`src/rtl/itmr_pkg.sv`:
```
package itmr_pkg;

   // What the counter does at the next edge
   typedef enum logic [1:0] {
      STEP_HOLD  = 2'd0,
      STEP_INC   = 2'd1,
      STEP_CLEAR = 2'd2
   } step_e;

   localparam int unsigned MIN_CNT_W = 2;
   localparam int unsigned MAX_CNT_W = 32;

endpackage

```
`src/rtl/itmr_cmp_reg.sv`:
```
module itmr_cmp_reg #(
   parameter int unsigned       CNT_W   = 16,
   parameter logic [CNT_W-1:0]  CMP_RST = '1
) (
   input  logic             clk,
   input  logic             rst_n,
   input  logic             wr,
   input  logic [CNT_W-1:0] wdata,
   output logic [CNT_W-1:0] cmp_q
);

   // Immediate load: no shadow, no deferral to a period boundary
   always_ff @(posedge clk or negedge rst_n) begin
      if (!rst_n)  cmp_q <= CMP_RST;
      else if (wr) cmp_q <= wdata;
   end

endmodule

```
`src/rtl/itmr_counter.sv`:
```
module itmr_counter
   import itmr_pkg::*;
#(
   parameter int unsigned CNT_W = 16
) (
   input  logic             clk,
   input  logic             rst_n,
   input  logic             run,
   input  logic             strobe,
   input  logic [CNT_W-1:0] cmp,
   output logic [CNT_W-1:0] cnt_q,
   output logic             hit
);

   localparam logic [CNT_W-1:0] ONE = CNT_W'(1);

   step_e step;
   logic  equal;

   assign equal = (cnt_q == cmp);
   assign hit   = run && strobe && equal;

   always_comb begin
      if (!run)        step = STEP_CLEAR;
      else if (!strobe) step = STEP_HOLD;
      else if (equal)  step = STEP_CLEAR;
      else             step = STEP_INC;
   end

   always_ff @(posedge clk or negedge rst_n) begin
      if (!rst_n) begin
         cnt_q <= '0;
      end else begin
         unique case (step)
            STEP_CLEAR: cnt_q <= '0;
            STEP_INC:   cnt_q <= cnt_q + ONE;
            default:    cnt_q <= cnt_q;
         endcase
      end
   end

endmodule

```
`src/rtl/itmr_toggle.sv`:
```
module itmr_toggle (
   input  logic clk,
   input  logic rst_n,
   input  logic run,
   input  logic hit,
   input  logic init_level,
   output logic tout,
   output logic irq
);

   logic phase_q;

   always_ff @(posedge clk or negedge rst_n) begin
      if (!rst_n) begin
         phase_q <= 1'b0;
         irq     <= 1'b0;
      end else begin
         irq <= hit;
         if (!run)     phase_q <= 1'b0;
         else if (hit) phase_q <= ~phase_q;
      end
   end

   // Phase is relative to the initial level, so a stopped timer shows it directly
   assign tout = init_level ^ phase_q;

endmodule

```
`src/rtl/interval_toggle_timer.sv`:
```
module interval_toggle_timer
   import itmr_pkg::*;
#(
   parameter int unsigned       CNT_W   = 16,
   parameter logic [CNT_W-1:0]  CMP_RST = '1
) (
   input  logic             clk,
   input  logic             rst_n,
   input  logic             run_en,
   input  logic             cnt_en,
   input  logic             init_level,
   input  logic             cmp_wr,
   input  logic [CNT_W-1:0] cmp_wdata,
   output logic             tout,
   output logic             match_irq
);

   generate
      if (CNT_W < MIN_CNT_W || CNT_W > MAX_CNT_W) begin : g_bad_width
         $error("interval_toggle_timer: CNT_W out of supported range");
      end
   endgenerate

   logic [CNT_W-1:0] cmp_val;
   logic [CNT_W-1:0] cnt_val;
   logic             hit;

   itmr_cmp_reg #(.CNT_W(CNT_W), .CMP_RST(CMP_RST)) u_cmp (
      .clk   (clk),
      .rst_n (rst_n),
      .wr    (cmp_wr),
      .wdata (cmp_wdata),
      .cmp_q (cmp_val)
   );

   itmr_counter #(.CNT_W(CNT_W)) u_cnt (
      .clk    (clk),
      .rst_n  (rst_n),
      .run    (run_en),
      .strobe (cnt_en),
      .cmp    (cmp_val),
      .cnt_q  (cnt_val),
      .hit    (hit)
   );

   itmr_toggle u_tog (
      .clk        (clk),
      .rst_n      (rst_n),
      .run        (run_en),
      .hit        (hit),
      .init_level (init_level),
      .tout       (tout),
      .irq        (match_irq)
   );

endmodule

```
`config.mk`:
```
export PLATFORM = sky130hd
export DESIGN_NAME = interval_toggle_timer
export DESIGN_NICKNAME = d
export VERILOG_FILES = /design/src/rtl/itmr_pkg.sv /design/src/rtl/itmr_cmp_reg.sv /design/src/rtl/itmr_counter.sv /design/src/rtl/itmr_toggle.sv /design/src/rtl/interval_toggle_timer.sv
export SDC_FILE = /design/constraint.sdc
export NUM_CORES = 1
export LEC_CHECK = 0
export BUFFER_PORTS_ARGS = -buffer_cell sky130_fd_sc_hd__buf_4
export CAP_MARGIN = 25
export CORE_UTILIZATION = 31
export DETAILED_ROUTE_END_ITERATION = 10
export PLACE_DENSITY = 0.55
export SLEW_MARGIN = 20
export SYNTH_ARGS = -nofsm -noshare
export SYNTH_HDL_FRONTEND = slang
export SYNTH_SLANG_ARGS = --single-unit
```
`constraint.sdc`:
```
create_clock -name clk -period 4.1 [get_ports clk]
set_input_delay 0.205 -clock clk [delete_from_list [all_inputs] [get_ports clk]]
set_output_delay 0.205 -clock clk [all_outputs]
set_load 0.02 [all_outputs]
```
==> results of run 1 <==
==> cells by family after synthesis <==
| kind of cell | Yosys count | synth area share (%) |
|---|---|---|
| AOI/OAI and AO/OA | 29 | 11.97 |
| DFF | 34 | 47.87 |
| muxes | 16 | 9.904 |
| buffers and inverters | 13 | 3.644 |
| xor gates and xnor gates | 17 | 8.184 |
| and+or+nand+nor | 59 | 17.75 |
| adders and majority gates | 1 | 0.6876 |
==> placed cells by master, fill, tap and decap left out, drive strengths merged, types with 4 or more instances in the layout <==
master / count
nand3: 12
dfstp: 16
nand2: 11
a22o: 8
nor2: 10
a21oi: 5
mux2: 16
nand4: 4
clkbuf: 7
a31o: 9
dfrtp: 18
nor4: 5
buf: 23
xor2: 17
==> final cells by class <==
class	instances	area, sq um	area share, %
multi-input combinational	122	882.1	41.37
sequential	34	870.8	40.85
timing repair buffer	24	182.7	8.568
tap	72	90.09	4.225
clock buffer	7	86.33	4.049
inverter	4	15.01	0.7042
clock inverter	1	5.005	0.2347
==> registers in the layout (all words and copies together), names as in the netlist <==
name and cells:
u_cmp.cmp_q 16, u_cnt.cnt_q 16, u_tog.irq 1, u_tog.phase_q 1
==> power groups by stage <==
stage	logic [W]	registers [W]	clock network (W)
2_1_floorplan	0.0000481	0.000380	0
3_3_place_gp	0.0000787	0.000384	0
3_5_place_dp	0.0000784	0.000385	0
4_1_cts	0.0000798	0.000379	0.000265
5_1_grt	0.0000865	0.000382	0.000281
6_report	0.0000784	0.000378	0.000252
==> metal layers <==
metal | up-vias | track usage (%) | wire (um)
met5 | - | 0 | 0
met3 | 4 | 3.488 | 192
met4 | 0 | 5.000 | 36
li1 | 661 | - | -
met1 | 658 | 19.48 | 1882
met2 | 44 | 20.35 | 1667
==> metrics by stage <==
stage	std cells	setup slack (ns)	hold WS [ns]	total power, W
finish	264	1.692	0.1552	0.0007092
global route	264	1.555	0.1366	0.0007489
CTS	264	1.667	0.1433	0.0007239
detailed placement	255	1.687	0.1828	0.0004632
global placement	255	1.636	0.1892	0.0004628
floorplan	169	2.343	-0.09059	0.0004282
==> what timing repair did <==
item,in CTS,in global routing
hold buffers,1,0
endpoints found under the hold margin,18,0
gates resized for setup,0,0
==> final timing paths <==
path / to / slack, ns / cells after the start / from
worst min-delay path: u_cmp.cmp_q[3] / 0.16 / 2 / cmp_wdata[3]
max in group asynchronous: u_cmp.cmp_q[12] / 3.35 / 2 / rst_n
worst max register to register: u_cnt.cnt_q[2] / 1.69 / 5 / u_cnt.cnt_q[7]
worst max-delay path: u_cnt.cnt_q[2] / 1.69 / 5 / u_cnt.cnt_q[7]
min in group asynchronous: u_cnt.cnt_q[7] / 0.41 / 2 / rst_n
worst min register to register: u_cnt.cnt_q[15] / 0.57 / 1 / u_cnt.cnt_q[15]
==> parameters.txt, run 1 <==
Parameter                              Value

Outcome
  Result of the run ... complete, no violations

GRT
  Vias in the first global route ... 1272
  Pin count of the biggest net entering global routing ... 35
  Total global routing track utilization ... 13.86%
  First-pass GRT wire length ... 6.444 mm
  Gr ovfl total ... 0
  Antenna violations before repair ... 0

Drt
  Remaining number of nets flagged by the antenna check after routing ... 0
  DRT iter0 DRCs ... 70
  Count of unresolved DRC violations after routing ... 0
  Final routed wire length divided by cell count ... 14.31 um
  Final WL ... 3.778 mm
  Via-per-instance ratio ... 5.178
  Number of iterations in the first detailed-routing pass ... 4
  Via count ... 1367

STA
  Max Clock Freq ... 415.3 MHz
  Remaining max-slew budget at the tightest pin ... 55.24%
  Final Slew Violations ... 0
  Final cycle utilization of the critical path ... 58.73%
  Final Skew ... 0.01058 ns
  Final Setup Violations ... 0
  Post-Route Setup TNS ... 0 ns
  Final-report hold violation count ... 0
  Actual slew at the worst max-slew pin ... 0.6689 ns
  Tmin final ... 2.408 ns
  RSZ-0062 raised after global routing ... no

Setup path
  Highest cell delay on the worst timing path ... 0.53 ns
  Endpoint type of the worst setup path ... flop
  Number of buffer and inverter stages on the critical path ... 0
  Worst endpoint data arrival time ... 2.57 ns
  Cell type group with the largest total delay on the critical path ... simple AND/OR/NAND/NOR gates
  Data required time at the worst endpoint ... 4.27 ns
  CP startpoint kind ... flop
  Classification of the worst setup path ... reg2reg
  Cells along the critical path ... xor2_1, nor4_2, nand4_2, nor2b_1, a22o_1
  Highest net fanout along the worst path ... 25
  Slowest-stage cell, CP ... nand4_2

CTS
  Root buf cell ... clkbuf_8
  Number of levels the H-tree was split into ... 2
  Worst skew pair latency ... 0.28 ns
  TritonCTS clock tree ... built
  Number of sinks on the clock net ... 34
  CTS Buf Count ... 5
  Clock-pin slew on the worst setup and hold paths ... 0.07 ns
  Deepest clock path buffer count ... 2
  Setup Fix Bufs, Post-CTS ... 0

Cells and area
  Fraction of final layout cells sized beyond drive strength 1 ... 34.90%
  Inserted Diodes ... 0
  Fill cell total of the finished layout ... 557
  Area grow syn2layout ... 17.19%
  Final design area excluding fillers ... 2132 sq um
  Final net count ... 214
  Core Util, Final ... 38.25%

Power and ir drop
  Net switching power figure ... 0.0001662 W
  Part of the power in combinational logic ... 11.0%
  Switching share of power ... 23.44%
  Part of the total power dissipated in the clock network ... 35.6%
  Leakage power ... 0.9523 nW
  Maximum vdd drop ... 0.0001671 V
  Internal power ... 0.0005430 W
  Part of the total power dissipated in sequential elements ... 53.4%
  Power density over the cells ... 332.6 nW/um^2

Yosys
  Cell count after synthesis ... 169
  Yosys top cell area share ... 24.76%
  Mean instance size in the synthesized netlist ... 10.76 sq um
  Post-synth top flop ... dfrtp_1
  Most common library cells after synthesis ... dfrtp_1, xor2_1, dfstp_2, mux2_2, nand3_1
  Cells taking the most area after synthesis ... dfrtp_1, dfstp_2, mux2_2
  Dominant cell by count in the synthesized netlist ... dfrtp_1
  Synth Cell Area ... 1819 sq um
  Count of cell types in the netlist ... 38
  Count of state elements after synthesis ... 34
  Count of flip-flops with a built-in enable after synthesis ... 0
  Sequential area share after synthesis ... 47.87%
  Largest area contributor in the netlist ... dfrtp_1
  Synthesis Warnings ... 0
  Async set or reset register ratio after synthesis ... 100.0%
  Post-synth net total ... 192

Floorplan
  X dimension of the die ... 78.61 um
  Site row count ... 27
  Die footprint ... 6179 sq um
  Placeable Area ... 5574 sq um
  Count of pins on the block boundary ... 24
  Effective utilization at floorplan ... 32.64%
  Y dimension of the die ... 78.61 um

Placed design
  Final GP Congestion ... 0.7657
  Post-DP Area ... 2031 sq um
  Sum of net half-perimeters after detailed placement ... 2.616 mm
  Port Buffers ... 23

Flow run
  Max-cap violations ... 0

Worst hold path
  Hold Crit Class ... in2reg
Power figures use the tool's default switching activity.
==> inputs of run 2 (changes only) <==
ABC_AREA = 1   (was default)
clock period = 2.4 ns   (was 4.1 ns; I/O delays follow)
==> run 2 against run 1 <==
  * Critical path depth rose by 4
  * Fmax rose by 56%
  * Register-to-register slack got worse by 0.84 ns
  * Critical endpoint is now u_cnt.cnt_q[10]
  * Cell count rose by 47%
  * First-iteration DRC count rose by 29%
==> parameters.txt, run 2 <==
Parameter                              Value

Drt
  Via-per-instance ratio ... 4.432 (-14%)
  Via count ... 1724 (+26%)
  Final routed wire length divided by cell count ... 10.99 um (-23%)
  Remaining number of nets flagged by the antenna check after routing ... 0 (unchanged)
  DRT iter0 DRCs ... 90 (+29%)
  Final WL ... 4.275 mm (+13%)
  Count of unresolved DRC violations after routing ... 0 (unchanged)
  Number of iterations in the first detailed-routing pass ... 4 (unchanged)

CTS
  Worst skew pair latency ... 0.29 ns (about the same)
  Number of sinks on the clock net ... 34 (unchanged)
  Resized cells post-CTS ... 0 (unchanged)
  Deepest clock path buffer count ... 2 (unchanged)
  Setup Fix Bufs, Post-CTS ... 0 (unchanged)
  CTS Buf Count ... 5 (unchanged)
  TritonCTS clock tree ... built
  Clock-pin slew on the worst setup and hold paths ... 0.07 ns (about the same)
  CTS Hold Buffers Added ... 1 (unchanged)
  Root buf cell ... clkbuf_8
  Number of levels the H-tree was split into ... 2 (unchanged)

Yosys
  Cells taking the most area after synthesis ... dfrtp_1, nand2_1, dfstp_2
  Synth Cell Area ... 2014 sq um (+11%)
  Count of flip-flops with a built-in enable after synthesis ... 0 (unchanged)
  Synthesis Warnings ... 0 (unchanged)
  Yosys top cell area share ... 22.36% (-2.4 points)
  Mean instance size in the synthesized netlist ... 7.068 sq um (-34%)
  Post-synth top flop ... dfrtp_1
  Main combinational cell family by area after synthesis ... simple AND/OR/NAND/NOR gates
  XOR/XNOR Fraction of Synth Area ... 4.348% (-3.8 points)
  Synth Area in Adders ... 0.6211% (-0.067 points)
  Cell count after synthesis ... 285 (+69%)
  Post-synth net total ... 308 (+60%)
  Largest area contributor in the netlist ... dfrtp_1
  Count of state elements after synthesis ... 34 (unchanged)
  Async set or reset register ratio after synthesis ... 100.0% (unchanged)
  Post-synthesis compound-gate area fraction ... 4.224% (-7.7 points)
  Synthesized-area fraction occupied by and/or/nand/nor cells ... 37.27% (+20 points)
  Sequential area share after synthesis ... 43.23% (-4.6 points)
  Proportion of synthesized area in mux cells ... 1.118% (-8.8 points)
  Most common library cells after synthesis ... nand2_1, inv_1, nor2_1
  Dominant cell by count in the synthesized netlist ... nand2_1
  Count of cell types in the netlist ... 24 (-37%)

Placed design
  Sum of net half-perimeters after detailed placement ... 2.960 mm (+13%)
  Port Buffers ... 23 (unchanged)
  Place WS ... 0.8751 ns (-0.8122 ns)
  Final GP Congestion ... 0.8457 (+10%)

GRT
  Vias in the first global route ... 1682 (+32%)
  Pin count of the biggest net entering global routing ... 35 (unchanged)
  Antenna violations before repair ... 0 (unchanged)
  Total global routing track utilization ... 15.20% (+1.3 points)
  Gr ovfl total ... 0 (unchanged)
  First-pass GRT wire length ... 7.707 mm (+20%)

STA
  Final Slew Violations ... 0 (unchanged)
  Final Setup Violations ... 0 (unchanged)
  Actual slew at the worst max-slew pin ... 0.6206 ns (-0.04828 ns)
  Remaining max-slew budget at the tightest pin ... 58.37% (+3.1 points)
  Final worst setup slack ... 0.8534 ns (-0.8388 ns)
  Max Clock Freq ... 646.6 MHz (+56%)
  Final cycle utilization of the critical path ... 64.44% (+5.7 points)
  RSZ-0062 raised after global routing ... no
  Tmin final ... 1.547 ns (-0.8612 ns)
  Final Skew ... 0.004809 ns (-0.005767 ns)
  Final-report hold violation count ... 0 (unchanged)
  Post-Route Setup TNS ... 0 ns (unchanged)

Setup path
  Cell occurring most often along the worst timing path ... nand2_1
  Worst setup startpoint ... u_cmp.cmp_q[15]
  Worst endpoint data arrival time ... 1.72 ns (-0.85 ns)
  Classification of the worst setup path ... reg2reg
  Highest cell delay on the worst timing path ... 0.53 ns (about the same)
  Data required time at the worst endpoint ... 2.57 ns (-1.70 ns)
  Slowest-stage cell, CP ... dfstp_2
  Cells along the critical path ... inv_1, nand2_1, nand2_1, nor2_1, nand2_1, nor2_4, nand2_4, nand3_1, nand2_1
  RR Startpoint ... u_cmp.cmp_q[15]
  Slack of the worst reg-to-reg path ... 0.85 ns (-0.84 ns)
  CP startpoint kind ... flop
  Endpoint type of the worst setup path ... flop
  Highest net fanout along the worst path ... 16 (-36%)
  Path depth of the worst reg2reg path ... 9 (+4)

Floorplan
  Effective utilization at floorplan ... 31.91% (-0.73 points)
  Y dimension of the die ... 82.61 um (+5.1%)
  Site row count ... 29 (+7.4%)
  Placeable Area ... 6314 sq um (+13%)
  Count of pins on the block boundary ... 24 (unchanged)
  X dimension of the die ... 82.61 um (+5.1%)
  Die footprint ... 6824 sq um (+10%)

Cells and area
  Area grow syn2layout ... 17.20% (about the same)
  Final net count ... 334 (+56%)
  Top library cells by usage in the layout, fill and taps aside ... nand2_1, inv_1, buf_4
  Fill cell total of the finished layout ... 687 (+23%)
  FF+latch area ... 870.8 sq um (unchanged)
  Fraction of final layout cells sized beyond drive strength 1 ... 23.72% (-11 points)
  Inserted Diodes ... 0 (unchanged)
  Multi-input gate area in the final layout ... 958.4 sq um (+8.7%)
  Regs by FF count ... u_cmp.cmp_q: 16 flops, u_cnt.cnt_q: 16 flops
  Most common cell after layout, fill and taps aside ... nand2_1

Power and ir drop
  Maximum vdd drop ... 0.0002354 V (+41%)
  Power density over the cells ... 516.4 nW/um^2 (+55%)
  Leakage power ... 1.227 nW (+29%)

Worst hold path
  Number of cells traversed by the worst hold path ... 3 (+1)
  Launch instance of the worst min-delay path ... cmp_wdata[8]
  Hold Crit Class ... in2reg

Outcome
  Result of the run ... complete, no violations

Flow run
  Max-cap violations ... 0 (unchanged)
[run 2: cell types whose count changed after synthesis, sizes merged, moves of 4 or more]
| cell | change |
|---|---|
| inv | +37 |
| a31o | -9 |
| o21ai | +14 |
| xor2 | -8 |
| nand2 | +110 |
| nor4 | -5 |
| mux2 | -14 |
| a21oi | -4 |
| nand3 | +11 |
| a22o | -8 |
| nor2 | +16 |
[run 2: report_power, final]
group | leakage (nW) | internal [W] | switching [W]
clock network | 0.0482 | 0.000231 | 0.000208
registers | 0.418 | 0.000619 | 0.0000177
logic | 0.761 | 0.0000593 | 0.0000835
[run 2: worst max-delay path: cells and delay by family, from the launching register on]
family	cells	cell delay [ns]
DFF	1	0.53
buffers and inverters	1	0.05
and+or+nand+nor	8	0.85
[run 2: stage by stage]
stage	cell area, sq um	total power (W)	std cells	util (%)	hold slack (ns)
detailed placement	2260	0.0007913	380	35.79	0.1109
global route	2361	0.001291	389	37.40	0.05256
CTS	2361	0.001243	389	37.40	0.03557
global placement	2260	0.0007886	380	35.79	0.1074
floorplan	2014	0.0007266	285	-	-0.1756
finish	2361	0.001219	389	37.40	0.03924
[run 2: final timing paths]
path                                    to
min reg2reg                 u_cmp.cmp_q[9]
max reg2reg                u_cnt.cnt_q[10]
max                        u_cnt.cnt_q[10]
min in group asynchronous   u_cnt.cnt_q[0]
min                         u_cmp.cmp_q[8]
max in group asynchronous  u_cmp.cmp_q[13]
[run 2: kinds of logic after synthesis]
family,after synthesis
AOI/OAI and AO/OA,17
xor gates and xnor gates,10
adders and majority gates,1
buffers and inverters,47
DFF,34
muxes,2
and+or+nand+nor,174
[run 2: cell type report]
| cell class | count | share of cell area, % |
|---|---|---|
| clock inverter | 1 | 0.2120 |
| timing repair buffer | 25 | 8.055 |
| multi-input combinational | 204 | 40.59 |
| clock buffer | 7 | 3.657 |
| tap | 77 | 4.081 |
| inverter | 41 | 6.518 |
| sequential | 34 | 36.88 |
[run 2: per-layer routing]
metal / GRT usage, % / share of wire (%)
met1: 19.99 / 53
met4: 6.379 / 2.1
met5: 0 / 0
met2: 23.97 / 42
met3: 3.407 / 3.5
==> inputs of run 3 (changes only) <==
PLACE_DENSITY = 0.57   (was 0.55)
clock period = 1.39 ns   (was 2.4 ns; I/O delays follow)
==> run 3 against run 2 <==
  * The run now ends with hold timing, setup timing left
  * Via count grew 6.9%
  * Fmax grew 1.7%
  * Core utilization grew 5.6 points
  * Global-route usage grew 0.27 points
  * Clock skew grew 0.0015 ns
  * Combinational power grew 130%
  * Sequential power grew 73%
  * Register-to-register slack lost 0.98 ns
  * Critical path type unchanged
  * Largest power group unchanged
==> parameters.txt, run 3 (synthesis gave the netlist of run 2 again) <==
Parameter                              Value

Outcome
  Result of the run ... finished, violations left
  Failing checks ... hold timing, setup timing

Floorplan
  Count of pins on the block boundary ... 24 (unchanged)
  Effective utilization at floorplan ... 31.91% (unchanged)
  Placeable Area ... 6314 sq um (unchanged)
  Die footprint ... 6824 sq um (unchanged)
  Site row count ... 29 (unchanged)
  Y dimension of the die ... 82.61 um (unchanged)
  X dimension of the die ... 82.61 um (unchanged)

CTS
  CTS Buf Count ... 5 (unchanged)
  Number of levels the H-tree was split into ... 2 (unchanged)
  Worst skew pair latency ... 0.29 ns (about the same)
  Root buf cell ... clkbuf_8
  Deepest clock path buffer count ... 2 (unchanged)
  TritonCTS clock tree ... built
  Number of sinks on the clock net ... 34 (unchanged)
  Clock-pin slew on the worst setup and hold paths ... 0.07 ns (about the same)

Drt
  Number of iterations in the first detailed-routing pass ... 4 (unchanged)
  Via count ... 1843 (+6.9%)
  Final WL ... 4.535 mm (+6.1%)
  Remaining number of nets flagged by the antenna check after routing ... 0 (unchanged)
  Via-per-instance ratio ... 4.326 (-2.4%)
  DRT iter0 DRCs ... 90 (unchanged)
  Final routed wire length divided by cell count ... 10.65 um (-3.1%)
  Count of unresolved DRC violations after routing ... 0 (unchanged)

Setup path
  Slowest-stage cell, CP ... dfstp_2
  Endpoint type of the worst setup path ... flop
  Highest cell delay on the worst timing path ... 0.54 ns (about the same)
  Classification of the worst setup path ... reg2reg
  Worst endpoint data arrival time ... 1.70 ns (-0.02 ns)
  Slack of the worst reg-to-reg path ... -0.13 ns (-0.98 ns)
  Worst setup startpoint ... u_cmp.cmp_q[0]
  Capture point of the worst reg-to-reg path ... u_cnt.cnt_q[0]
  CP startpoint kind ... flop
  Data required time at the worst endpoint ... 1.57 ns (-1.00 ns)
  Highest net fanout along the worst path ... 16 (unchanged)
  RR Startpoint ... u_cmp.cmp_q[0]
  Cells along the critical path ... inv_2, nand2_1, nand2_1, nor2_1, nand2_1, nor2_4, nand2_8, nand3_1, nand2_1
  Cell occurring most often along the worst timing path ... nand2_1
  Path depth of the worst reg2reg path ... 9 (unchanged)
  Endpoint of the worst setup timing path ... u_cnt.cnt_q[0]

Power and ir drop
  Power density over the cells ... 807.1 nW/um^2 (+56%)
  Maximum vdd drop ... 0.0004478 V (+90%)
  Leakage power ... 1.385 nW (+13%)

GRT
  Vias in the first global route ... 1711 (+1.7%)
  Gr ovfl total ... 0 (unchanged)
  Total global routing track utilization ... 15.47% (+0.27 points)
  Pin count of the biggest net entering global routing ... 35 (unchanged)
  First-pass GRT wire length ... 7.845 mm (+1.8%)
  Antenna violations before repair ... 0 (unchanged)

Cells and area
  Top library cells by usage in the layout, fill and taps aside ... nand2_1, buf_4, inv_1
  Regs by FF count ... u_cmp.cmp_q: 16 flops, u_cnt.cnt_q: 16 flops
  Most common cell after layout, fill and taps aside ... nand2_1
  Non-filler instance count after layout ... 426 (+9.5%)
  Inserted Diodes ... 0 (unchanged)
  Final design area excluding fillers ... 2718 sq um (+15%)
  Area grow syn2layout ... 34.91%
  Fraction of final layout cells sized beyond drive strength 1 ... 34.10% (+10 points)
  Fill cell total of the finished layout ... 669 (-2.6%)
  Final net count ... 371 (+11%)

Flow run
  Max-cap violations ... 0 (unchanged)

STA
  Final Skew ... 0.006340 ns (+0.001531 ns)
  Final Slew Violations ... 0 (unchanged)
  Final Setup Violations ... 17 (+17)
  Max Clock Freq ... 657.8 MHz (+1.7%)
  RSZ-0062 raised after global routing ... yes
  Remaining max-slew budget at the tightest pin ... 70.66% (+12 points)
  Tmin final ... 1.520 ns (-0.02629 ns)
  Final cycle utilization of the critical path ... 109.4% (+45 points)
  Final worst setup slack ... -0.1303 ns (-0.9837 ns)
  Final hold slack ... -0.00004821 ns (-0.03929 ns)
  Actual slew at the worst max-slew pin ... 0.4401 ns (-0.1805 ns)
  Final-report hold violation count ... 1 (+1)

Worst hold path
  Number of cells traversed by the worst hold path ... 3 (unchanged)
  Hold Crit Class ... in2reg

Placed design
  Post-DP Area ... 2447 sq um (+8.3%)
  Placed cell count ... 405 (+6.6%)
  Place WS ... -0.1439 ns (-1.019 ns)
  Final GP Congestion ... 0.8497 (+0.47%)
  Sum of net half-perimeters after detailed placement ... 3.096 mm (+4.6%)
  Port Buffers ... 23 (unchanged)
==> run 3: changes by cell type in the layout (fill, tap and decap cells not counted), sizes merged <==
cell         before  now
dlygate4sd3       1   11
buf              24   51
==> run 3: layout make-up <==
class	instances	area [sq um]	share of cell area, %
clock buffer	7	86.33	3.177
clock inverter	1	5.005	0.1842
inverter	41	153.9	5.663
multi-input combinational	204	1010	37.15
sequential	34	873.3	32.14
tap	77	96.34	3.545
timing repair buffer	62	493.0	18.14
==> run 3: per-layer routing <==
layer,GRT usage (%),routed length (um),up-vias
li1,-,-,994
met1,20.97,2336,814
met2,24.05,1967,30
met3,3.297,161,5
met4,5.862,70,0
met5,0,0,-
==> run 3: worst min-delay path by stage <==
stage	start	slack, ns	to
final	cmp_wdata[13]	-0.00005	u_cmp.cmp_q[13]
after global routing	cmp_wdata[7]	0.005	u_cmp.cmp_q[7]
after CTS	cmp_wdata[13]	0.004	u_cmp.cmp_q[13]
after detailed placement	rst_n	0.05	u_cnt.cnt_q[7]
after global placement	rst_n	0.05	u_cnt.cnt_q[7]
after floorplan	rst_n	-0.23	u_cnt.cnt_q[0]
==> run 3: metrics by stage <==
| step | power, W | utilization (%) | setup TNS, ns |
|---|---|---|---|
| 2_1_floorplan | 0.001255 | - | 0 |
| 3_3_place_gp | 0.001399 | 38.76 | -1.419 |
| 3_5_place_dp | 0.001403 | 38.76 | -2.071 |
| 4_1_cts | 0.002205 | 42.29 | -1.902 |
| 5_1_grt | 0.002323 | 43.04 | -3.149 |
| 6_report | 0.002193 | 43.04 | -1.810 |
==> run 3: worst max-delay path, delay by kind of cell, from the launching register on <==
kind	cells	cell delay (ns)
AND/OR/NAND/NOR	8	0.84
flip-flops	1	0.54
buffers and inverters	1	0.04
==> run 3: timing repair <==
action | 4_1_cts | 5_1_grt
endpoints found under the hold margin | 28 | 0
pin swaps | 2 | 2
endpoints found under the setup margin | 17 | 18
resized for setup | 4 | 17
buffers inserted | 1 | 1
hold buffers | 11 | 0
==> run 3: report_power, final <==
part	total [W]	internal, W	leakage [nW]	switching (W)
Sequential	0.00110	0.00107	0.415	0.0000310
Clock	0.000760	0.000400	0.0482	0.000361
Combinational	0.000333	0.000162	0.922	0.000171
Total	0.00219	0.00163	1.39	0.000563
